### config.mk
export PLATFORM = sky130hd
export DESIGN_NAME = ser_result_tx
export DESIGN_NICKNAME = d
export VERILOG_FILES = /design/src/rtl/ser_tx_pkg.sv /design/src/rtl/ser_tx_capture.sv /design/src/rtl/ser_tx_divsel.sv /design/src/rtl/ser_tx_fsm.sv /design/src/rtl/ser_result_tx.sv
export SDC_FILE = /design/constraint.sdc
export NUM_CORES = 1
export LEC_CHECK = 0
export ABC_AREA = 1
export BUFFER_PORTS_ARGS = -buffer_cell sky130_fd_sc_hd__buf_2
export CAP_MARGIN = 20
export CORE_MARGIN = 2
export CORE_UTILIZATION = 35
export DETAILED_ROUTE_END_ITERATION = 7
export PLACE_DENSITY_LB_ADDON = 0.1
export SYNTH_ARGS = -nofsm -noshare
export SYNTH_HDL_FRONTEND = slang
export SYNTH_SLANG_ARGS = --single-unit
### constraint.sdc
create_clock -name clk -period 2.2 [get_ports clk]
set_clock_uncertainty 0.1 [all_clocks]
set_input_delay 0.66 -clock clk [delete_from_list [all_inputs] [get_ports clk]]
set_output_delay 0.66 -clock clk [all_outputs]
set_load 0.1 [all_outputs]
### src/rtl/ser_tx_pkg.sv
package ser_tx_pkg;

    typedef enum logic [1:0] {
        ST_IDLE = 2'd0,
        ST_LOW  = 2'd1,
        ST_HIGH = 2'd2,
        ST_TAIL = 2'd3
    } tx_state_e;

endpackage

### src/rtl/ser_tx_capture.sv
module ser_tx_capture #(
    parameter int DATA_W = 18
) (
    input  logic              clk,
    input  logic              rst_n,
    input  logic [DATA_W-1:0] result_i,
    input  logic              result_valid_i,
    input  logic              rdc_i,
    input  logic              coding_i,
    output logic [DATA_W-1:0] word_o
);

    logic [DATA_W-1:0] last_q;
    logic [DATA_W-1:0] raw;

    // holds the most recent result for read-during-convert frames
    always_ff @(posedge clk or negedge rst_n) begin
        if (!rst_n) begin
            last_q <= '0;
        end else if (result_valid_i) begin
            last_q <= result_i;
        end
    end

    always_comb begin
        raw    = rdc_i ? last_q : result_i;
        word_o = {raw[DATA_W-1] ^ ~coding_i, raw[DATA_W-2:0]};
    end

endmodule

### src/rtl/ser_tx_divsel.sv
module ser_tx_divsel #(
    parameter int BASE_HALF = 2,
    parameter int DIV_W     = 2,
    parameter int CNT_W     = 5
) (
    input  logic             rdc_i,
    input  logic [DIV_W-1:0] div_i,
    output logic [CNT_W-1:0] half_o
);

    localparam int N_CODES = 1 << DIV_W;

    logic [CNT_W-1:0] half_tab [N_CODES];

    for (genvar g = 0; g < N_CODES; g++) begin : g_tab
        assign half_tab[g] = CNT_W'(BASE_HALF << g);
    end

    always_comb begin
        if (rdc_i) begin
            half_o = CNT_W'(BASE_HALF);
        end else begin
            half_o = half_tab[div_i];
        end
    end

endmodule

### src/rtl/ser_tx_fsm.sv
module ser_tx_fsm
    import ser_tx_pkg::*;
#(
    parameter int DATA_W = 18,
    parameter int CNT_W  = 5
) (
    input  logic              clk,
    input  logic              rst_n,
    input  logic              start_i,
    input  logic [DATA_W-1:0] word_i,
    input  logic [CNT_W-1:0]  half_i,
    output logic              sclk_o,
    output logic              sdo_o,
    output logic              active_o
);

    localparam int BIT_W = $clog2(DATA_W);

    tx_state_e         state_q, state_d;
    logic [CNT_W-1:0]  cnt_q;
    logic [CNT_W-1:0]  half_q;
    logic [BIT_W-1:0]  bit_q;
    logic [DATA_W-1:0] shreg_q;
    logic              phase_end;
    logic              last_bit;

    assign phase_end = (cnt_q == CNT_W'(half_q - 1'b1));
    assign last_bit  = (bit_q == BIT_W'(DATA_W - 1));

    always_comb begin
        state_d = state_q;
        unique case (state_q)
            ST_IDLE: if (start_i)   state_d = ST_LOW;
            ST_LOW:  if (phase_end) state_d = ST_HIGH;
            ST_HIGH: if (phase_end) state_d = last_bit ? ST_TAIL : ST_LOW;
            ST_TAIL: if (phase_end) state_d = ST_IDLE;
        endcase
    end

    always_ff @(posedge clk or negedge rst_n) begin
        if (!rst_n) begin
            state_q <= ST_IDLE;
        end else begin
            state_q <= state_d;
        end
    end

    // counters and shift register
    always_ff @(posedge clk or negedge rst_n) begin
        if (!rst_n) begin
            cnt_q   <= '0;
            half_q  <= '0;
            bit_q   <= '0;
            shreg_q <= '0;
        end else if (state_q == ST_IDLE) begin
            cnt_q <= '0;
            if (start_i) begin
                shreg_q <= word_i;
                half_q  <= half_i;
                bit_q   <= '0;
            end
        end else begin
            cnt_q <= (state_d != state_q) ? '0 : cnt_q + 1'b1;
            // next bit appears one cycle after the falling edge
            if (state_q == ST_LOW && cnt_q == '0 && bit_q != '0) begin
                shreg_q <= {shreg_q[DATA_W-2:0], 1'b0};
            end
            if (state_q == ST_HIGH && phase_end && !last_bit) begin
                bit_q <= bit_q + 1'b1;
            end
        end
    end

    always_comb begin
        sclk_o   = (state_q == ST_HIGH);
        sdo_o    = shreg_q[DATA_W-1];
        active_o = (state_q != ST_IDLE);
    end

endmodule

### src/rtl/ser_result_tx.sv
module ser_result_tx #(
    parameter int DATA_W    = 18,
    parameter int DIV_W     = 2,
    parameter int BASE_HALF = 2
) (
    input  logic              clk,
    input  logic              rst_n,
    input  logic [DATA_W-1:0] result_i,
    input  logic              result_valid_i,
    input  logic              conv_start_i,
    input  logic              cs_n_i,
    input  logic              coding_i,
    input  logic              sync_pol_i,
    input  logic              rdc_i,
    input  logic [DIV_W-1:0]  div_i,
    output logic              sclk_o,
    output logic              sdo_o,
    output logic              sync_o,
    output logic              pins_en_o,
    output logic              tx_busy_o
);

    localparam int MAX_HALF = BASE_HALF << ((1 << DIV_W) - 1);
    localparam int CNT_W    = $clog2(MAX_HALF) + 1;

    logic [DATA_W-1:0] word;
    logic [CNT_W-1:0]  half;
    logic              start;
    logic              active;

    assign start = !cs_n_i && (rdc_i ? conv_start_i : result_valid_i);

    ser_tx_capture #(.DATA_W(DATA_W)) u_capture (
        .clk            (clk),
        .rst_n          (rst_n),
        .result_i       (result_i),
        .result_valid_i (result_valid_i),
        .rdc_i          (rdc_i),
        .coding_i       (coding_i),
        .word_o         (word)
    );

    ser_tx_divsel #(.BASE_HALF(BASE_HALF), .DIV_W(DIV_W), .CNT_W(CNT_W)) u_divsel (
        .rdc_i  (rdc_i),
        .div_i  (div_i),
        .half_o (half)
    );

    ser_tx_fsm #(.DATA_W(DATA_W), .CNT_W(CNT_W)) u_fsm (
        .clk      (clk),
        .rst_n    (rst_n),
        .start_i  (start),
        .word_i   (word),
        .half_i   (half),
        .sclk_o   (sclk_o),
        .sdo_o    (sdo_o),
        .active_o (active)
    );

    always_comb begin
        sync_o    = active ^ sync_pol_i;
        pins_en_o = !cs_n_i;
        tx_busy_o = active;
    end

endmodule

==> flow_summary.toml, run 1 <==
[worst_setup_path]
crit_path_top_delay_cell = "dfrtp_1"
cp_num_cells = 3
ff2ff_setup_slack_ps = 350
crit_path_end_kind = "primary output"
start_kind = "register"
arrival_ps = 1350
crit_type = "reg2out"
worstPathRequired_ps = 1440
cpPeakStageDelay_ps = 470
crit_end = "tx_busy_o"
cp.buffers_inverters = 2
crit_chain = "nor2_4, inv_2, clkbuf_4"
r2r_end = "u_fsm.bit_q[4]"
r2r_cells = 8
cpLargestDelayFamily = "flip-flops"
timing.rr.start = "u_fsm.state_q[0]"
cp-startpoint = "u_fsm.state_q[0]"
path_max_fanout = 5

[final_layout]
num_antenna_cells = 0
stdcell_count = 485
design_area_mm2 = 0.003248
drive_gt1_share_pct = 19.06
layout-area-overhead-vs-synth_pct = 16.05
fillerInstances = 811
finalNetCount = 416

[power_and_ir_drop]
ir_drop_v = 0.0002260
p_leak_nw = 1.604
p_clk_share_pct = 33.8
combPwrFrac_pct = 8.6
intPower_mw = 1.263
finalPower_mw = 1.724
powerDensity_mw_per_mm2 = 530.6
swShare_pct = 26.73
power.switching_mw = 0.4607
p_seq_share_pct = 57.6

[global_route]
grt_util_all_layers_pct = 14.66
grt_pass1_wl_um = 9956
grt_pass1_vias = 2031
grt_remaining_overflow = 0
grt_max_degree = 38
antenna_found_initial = 0

[detailed_routing]
routedWlPerCell_um = 12.34
ant_nets = 0
via_count = 2241
drtIter0Drc = 114
drc_errors = 0
wl_um = 5985
drtPass1Iterations = 4
viasPerCell = 4.621

[logic_synthesis]
synth_xor_area_share_pct = 2.190
synth.distinct_cells = 26
ys_seq_elements = 52
async_flop_share_pct = 100.0
syn_inst = 349
synth_top_area_share_pct = 46.49
syn_nets = 383
synth-compound-area-share_pct = 19.85
syn_area_mm2 = 0.002799
synth.most_common_cell = "nand2_1"
synthSimpleGateAreaFrac_pct = 17.61
muxShareOfSynthArea_pct = 0
yosys_warnings = 0
synthTopCellsByCount = "nand2_1, o21ai_0, inv_1, dfrtp_1, nand3_1"
synth_top_family_by_area = "compound AO/OA/AOI/OAI gates"
yosys-top-cells-area = "dfrtp_1, o21ai_0, nand2_1, inv_1, o21ai_2"
synth_flop_cell = "dfrtp_1"
avgSynthCellArea_um2 = 8.020
synthAdderAreaFrac_pct = 2.682
synth_largest_area_cell = "dfrtp_1"
synth_edf_count = 0
ys_seq_area_share_pct = 46.49

[die]
die_h_um = 93.43
fp.coreArea_mm2 = 0.007727
fp.dieArea_mm2 = 0.008728
io_pins = 33
row_count = 32
die_w_um = 93.43
start_util_pct = 36.22

[clocking]
cts-root-buf = "clkbuf_8"
cts_tree = "yes"
worstSkewPairLatency_ps = 320
cts_buffers = 5
cts.sinks = 52
clk_pin_slew_ps = 110
clockBufferDepth = 2
cts.htree.levels = 2

[timing]
setup_slack_ps = 88.75
max-slew-margin-rel_pct = 60.25
post-route-period-util_pct = 95.97
setup_viol = 0
fmax_mhz = 473.7
drv_slew = 0
finalHoldViolations = 0
worstMarginPinSlew_ps = 590.1
period_minus_slack_ps = 2111
rsz0062_at_grt = "false"

[placement]
port_buffers = 32
place_area_mm2 = 0.003148
dpl.cell_count = 476
place_hpwl_um = 4182
post-place-ws_ps = 275.9
gp_congestion = 0.7513

[worst_hold_path]
hold_class = "in2async"

[status]
status = "completed"

[job]
cap_violations = 0
power groups by stage:
stage                     Sequential [mW]  Clock [mW]  Combinational (mW)
final                               0.992       0.583               0.148
after detailed placement             1.01           0               0.151
after floorplan                      1.01           0              0.0712
after global placement               1.01           0               0.149
after CTS                           0.993       0.611               0.152
after global routing                0.996       0.641               0.170
state kept, by name, indices dropped and copies added (netlist names):
| signal | count |
|---|---|
| u_fsm.half_q | 4 |
| u_fsm.shreg_q | 18 |
| u_fsm.bit_q | 5 |
| u_capture.last_q | 18 |
| u_fsm.cnt_q | 5 |
| u_fsm.state_q | 2 |
worst min-delay path by stage:
stage	slack, ps	end
5_1_grt	190	u_capture.last_q[6]
3_3_place_gp	400	u_fsm.cnt_q[0]
6_report	170	u_capture.last_q[6]
4_1_cts	190	u_capture.last_q[6]
2_1_floorplan	260	u_capture.last_q[0]
3_5_place_dp	400	u_fsm.cnt_q[0]
layer usage:
metal  share of wire [%]  up-vias  GRT usage [%]
li1                    -     1186              -
met1                  53     1017          21.34
met2                  42       34          21.70
met3                 3.7        4          2.498
met4                 1.3        0          5.515
met5                   0        -              0
cell type report:
| class | instances | area [um^2] | area share [%] |
|---|---|---|---|
| flip-flops and latches | 52 | 1301 | 40.06 |
| multi-input cells | 223 | 1195 | 36.79 |
| repair buffers | 41 | 312.8 | 9.630 |
| inverters | 59 | 221.5 | 6.818 |
| well taps | 102 | 127.6 | 3.929 |
| clock buffers | 5 | 68.82 | 2.119 |
| clock inverters | 3 | 21.27 | 0.6549 |
placed cells by master (no fill, tap or decap), types with 7 or more instances in the layout:
cell type and instances:
nand2_1 68, o21ai_0 60, inv_1 57, dfrtp_1 52, buf_2 28, nand3_1 21
a21oi_1 17, o21ai_2 13, nor2_1 12, nand4_1 7
what timing repair did:
item / 4_1_cts / 5_1_grt
buffers inserted: 0 / 1
gates resized for setup: 0 / 1
endpoints found under the setup margin: 0 / 2
hold buffers: 0 / 0
cells by family after synthesis:
group,count (synthesis)
AND/OR/NAND/NOR,114
AO/OA/AOI/OAI,96
buffers and inverters,74
flip-flops,52
XOR/XNOR,7
adder cells (fa/ha/maj),6
per-stage QoR:
step | hold WS, ps | util (%) | TNS, ps
global placement | 400.3 | 40.74 | 0
finish | 172.8 | 42.03 | 0
floorplan | 264.4 | - | -201.7
detailed placement | 398.9 | 40.74 | 0
global route | 190.9 | 42.03 | 0
CTS | 190.0 | 41.90 | 0
(Power assumes the default switching activity.)
==> inputs of run 2 (changes only) <==
--- a/config.mk
+++ b/config.mk
@@ -11,7 +11,7 @@
 export CORE_MARGIN = 2
 export CORE_UTILIZATION = 35
 export DETAILED_ROUTE_END_ITERATION = 7
-export PLACE_DENSITY_LB_ADDON = 0.1
+export PLACE_DENSITY = 0.55
 export SYNTH_ARGS = -nofsm -noshare
 export SYNTH_HDL_FRONTEND = slang
 export SYNTH_SLANG_ARGS = --single-unit
==> flow_summary.toml, run 2 (synthesis results as in run 1) <==
[status]
status = "completed"

[power_and_ir_drop]
p_leak_nw = 1.616
intPower_mw = 1.373
swShare_pct = 24.53
powerDensity_mw_per_mm2 = 555.8
p_clk_share_pct = 37.3
power.switching_mw = 0.4462
combPwrFrac_pct = 8.2
p_seq_share_pct = 54.6
ir_drop_v = 0.0002373

[die]
fp.dieArea_mm2 = 0.008728
start_util_pct = 36.22
die_w_um = 93.43
io_pins = 33
die_h_um = 93.43
row_count = 32
fp.coreArea_mm2 = 0.007727

[placement]
place_hpwl_um = 4185
post-place-ws_ps = 135.1
port_buffers = 32
dpl.cell_count = 475
gp_congestion = 0.7692

[timing]
hold_slack_ps = 168.9
drv_slew = 0
max-slew-margin-rel_pct = 56.52
period_minus_slack_ps = 2139
setup_slack_ps = 60.55
setup_tns_ps = 0
setup_viol = 0
fmax_mhz = 467.4
worstMarginPinSlew_ps = 649.8
post-route-period-util_pct = 97.25
finalHoldViolations = 0

[final_layout]
drive_gt1_share_pct = 19.27
stdcell_count = 486
reg_top3 = "u_capture.last_q: 18 flops, u_fsm.shreg_q: 18 flops"
final_cell_mix = "nand2_1, o21ai_0, inv_1"
layout_commonest_cell = "nand2_1"
layout-area-overhead-vs-synth_pct = 16.94
num_antenna_cells = 0
finalNetCount = 417
fillerInstances = 794

[worst_setup_path]
r2r_end = "u_fsm.shreg_q[14]"
path_max_fanout = 5
ff2ff_setup_slack_ps = 300
crit_chain = "nor2_4, xnor2_2, buf_12"
r2r_cells = 5
worstPathRequired_ps = 1440
crit_type = "reg2out"
start_kind = "register"
crit_path_top_delay_cell = "dfrtp_1"
arrival_ps = 1380
timing.rr.start = "u_fsm.cnt_q[0]"
cp.buffers_inverters = 1
cpLargestDelayFamily = "flip-flops"
cpPeakStageDelay_ps = 470
crit_path_end_kind = "primary output"

[detailed_routing]
wl_um = 6138
drtPass1Iterations = 4
viasPerCell = 4.741
drc_errors = 0
via_count = 2304
ant_nets = 0
routedWlPerCell_um = 12.63
drtIter0Drc = 95

[global_route]
grt_max_degree = 38
grt_pass1_vias = 2123
grt_remaining_overflow = 0
grt_pass1_wl_um = 10100
grt_util_all_layers_pct = 14.56
antenna_found_initial = 0

[clocking]
worstSkewPairLatency_ps = 320
cts.sinks = 52
cts-root-buf = "clkbuf_8"
ctsHoldBuffers = 0
cts_tree = "yes"
clockBufferDepth = 2
cts_buffers = 5
clk_pin_slew_ps = 100
cts.htree.levels = 2

[worst_hold_path]
hold_class = "in2async"

[job]
cap_violations = 0
[run 2: changes by cell type in the layout (fill, tap and decap cells not counted)]
| cell | delta |
|---|---|
| o21ai_4 | +1 |
| buf_12 | -1 |
| buf_4 | +1 |
| inv_6 | -1 |
| bufinv_16 | +1 |
[run 2: area by class of cell]
type,instances,area (um^2),share of cell area (%)
repair buffers,41,300.3,9.174
inverters,59,221.5,6.766
well taps,102,127.6,3.899
flip-flops and latches,52,1301,39.76
clock inverters,3,42.54,1.300
multi-input cells,224,1211,37.00
clock buffers,5,68.82,2.102
[run 2: power groups by stage]
| stage | sequential, mW | clock [mW] | combinational (mW) |
|---|---|---|---|
| 3_3_place_gp | 1.01 | 0 | 0.148 |
| 2_1_floorplan | 1.01 | 0 | 0.0712 |
| 6_report | 0.993 | 0.678 | 0.149 |
| 4_1_cts | 0.993 | 0.695 | 0.152 |
| 3_5_place_dp | 1.01 | 0 | 0.152 |
| 5_1_grt | 0.996 | 0.729 | 0.171 |
[run 2: metrics by stage]
step                      total power, mW  util (%)  cell area (um^2)
after floorplan                     1.081         -              2809
after global placement              1.159     40.48              3128
after global routing                1.896     42.36              3273
after CTS                           1.840     41.92              3239
after detailed placement            1.164     40.48              3128
final                               1.819     42.36              3273
[run 2: timing repair]
item,CTS,global route
resized for setup,0,2
setup buffers,0,2
endpoints found under the setup margin,0,15
[run 2: worst max path at each step]
stage,cells after the start,from,to
after floorplan,3,u_fsm.state_q[0],sync_o
after global placement,7,u_fsm.bit_q[0],u_fsm.shreg_q[0]
after detailed placement,7,u_fsm.bit_q[0],u_fsm.shreg_q[0]
after CTS,3,u_fsm.state_q[1],tx_busy_o
after global routing,3,u_fsm.state_q[0],tx_busy_o
final,3,u_fsm.state_q[0],sync_o
[run 2: metal layers]
layer	share of wire [%]	track usage (%)	wire (um)
met1	50	19.66	3042
met3	3.7	3.223	228
met4	1.4	5.147	84
met5	0	0	0
met2	45	22.96	2782
==> inputs of run 3 (changes only) <==
==> constraint.sdc (replaced) <==
create_clock -name clk -period 2.15 [get_ports clk]
set_clock_uncertainty 0.1 [all_clocks]
set_input_delay 0.645 -clock clk [delete_from_list [all_inputs] [get_ports clk]]
set_output_delay 0.645 -clock clk [all_outputs]
set_load 0.1 [all_outputs]
==> flow_summary.toml, run 3 (synthesis results as in run 1) <==
[placement]
port_buffers = 32
place_area_mm2 = 0.003115
place_hpwl_um = 4061
gp_congestion = 0.7645

[detailed_routing]
drtIter0Drc = 71
drc_errors = 0
routedWlPerCell_um = 12.35
drtPass1Iterations = 4
via_count = 2268
viasPerCell = 4.676
wl_um = 5990
ant_nets = 0

[final_layout]
layout_commonest_cell = "nand2_1"
finalNetCount = 416
fin_util_pct = 41.86
design_area_mm2 = 0.003234
drive_gt1_share_pct = 19.32
num_antenna_cells = 0
final_cell_mix = "nand2_1, o21ai_0, inv_1"
layout-area-overhead-vs-synth_pct = 15.56
reg_top3 = "u_capture.last_q: 18 flops, u_fsm.shreg_q: 18 flops"
fillerInstances = 826

[die]
die_h_um = 93.43
start_util_pct = 36.22
row_count = 32
fp.dieArea_mm2 = 0.008728
fp.coreArea_mm2 = 0.007727
io_pins = 33
die_w_um = 93.43

[timing]
setup_tns_ps = 0
worstMarginPinSlew_ps = 663.1
setup_viol = 0
post-route-period-util_pct = 97.84
drv_slew = 0
rsz0062_at_grt = "true"
period_minus_slack_ps = 2104
max-slew-margin-rel_pct = 55.62
fmax_mhz = 475.4
finalHoldViolations = 0

[worst_setup_path]
r2r_end = "u_fsm.shreg_q[3]"
timing.rr.start = "u_fsm.cnt_q[0]"
ff2ff_setup_slack_ps = 130
path_max_fanout = 5
worstPathRequired_ps = 1400
crit_type = "reg2out"
start_kind = "register"
r2r_cells = 6
crit_path_end_kind = "primary output"
arrival_ps = 1360
crit_end = "sync_o"
cp-startpoint = "u_fsm.state_q[0]"

[global_route]
grt_pass1_vias = 2118
grt_remaining_overflow = 0
antenna_found_initial = 0
grt_util_all_layers_pct = 14.24
grt_max_degree = 53
grt_pass1_wl_um = 9770

[clocking]
cts-root-buf = "clkbuf_8"
clockBufferDepth = 2
clk_pin_slew_ps = 100
cts.htree.levels = 2
cts_tree = "yes"
worstSkewPairLatency_ps = 310
cts.sinks = 52
cts_buffers = 5

[power_and_ir_drop]
p_leak_nw = 1.601
swShare_pct = 26.09
p_clk_share_pct = 33.5
p_seq_share_pct = 58.1
powerDensity_mw_per_mm2 = 540.4
ir_drop_v = 0.0002268
power.switching_mw = 0.4560
combPwrFrac_pct = 8.4
intPower_mw = 1.292

[status]
status = "completed"

[worst_hold_path]
hold_class = "in2async"

[job]
cap_violations = 0
[run 3: cell count changes in the layout (fill, tap and decap cells not counted), sizes merged]
cell      change
bufinv        -1
clkinvlp      -1
clkinv        +1
inv           +1
clkbuf        -1
[run 3: worst min-delay path by stage]
stage,start,endpoint,slack [ps],cells after the start
2_1_floorplan,rst_n,u_capture.last_q[0],250,0
3_3_place_gp,u_fsm.cnt_q[0],u_fsm.cnt_q[0],390,1
3_5_place_dp,u_fsm.cnt_q[0],u_fsm.cnt_q[0],400,1
4_1_cts,rst_n,u_capture.last_q[15],220,2
5_1_grt,rst_n,u_capture.last_q[15],210,2
6_report,rst_n,u_capture.last_q[3],200,2
[run 3: area by class of cell]
class / count / area (um^2) / area share [%]
Clock inverter: 3 / 22.52 / 0.6963
Inverter: 59 / 221.5 / 6.847
Timing Repair Buffer: 40 / 280.3 / 8.665
Tap cell: 102 / 127.6 / 3.946
Clock buffer: 5 / 68.82 / 2.128
Sequential cell: 52 / 1303 / 40.27
Multi-Input combinational cell: 224 / 1211 / 37.45
[run 3: timing repair]
| action | in CTS | in global routing |
|---|---|---|
| cloned | 0 | 1 |
| endpoints found under the setup margin | 1 | 20 |
| pin swaps | 0 | 1 |
| setup buffers | 0 | 1 |
| hold buffers | 0 | 0 |
| resized for setup | 1 | 2 |
[run 3: layer usage]
layer / up-vias / wire length [um] / global-route usage (%)
met5: - / 0 / 0
met4: 0 / 82 / 3.676
met3: 8 / 236 / 3.787
met2: 26 / 2623 / 22.54
met1: 1040 / 3048 / 19.34
li1: 1194 / - / -
[run 3: stage by stage]
step	hold WS [ps]	setup slack (ps)	total power, mW	instances
final	203.8	46.42	1.748	485
after global routing	214.5	-30.65	1.850	485
after CTS	216.3	1.790	1.771	483
after detailed placement	403.3	50.83	1.188	475
after global placement	392.8	91.76	1.183	475
after floorplan	249.4	-236.7	1.106	349
[run 3: power by group through the flow]
| stage | registers (mW) | logic [mW] | clock network, mW |
|---|---|---|---|
| floorplan | 1.03 | 0.0728 | 0 |
| global placement | 1.03 | 0.148 | 0 |
| detailed placement | 1.04 | 0.151 | 0 |
| CTS | 1.02 | 0.151 | 0.602 |
| global route | 1.02 | 0.169 | 0.661 |
| finish | 1.02 | 0.146 | 0.585 |
[run 3: worst max-delay path, cell delays in order, from the launching register on]
cell and delay [ps]:
dfrtp_2 460, nor2_4 230, xnor2_2 160, buf_12 200
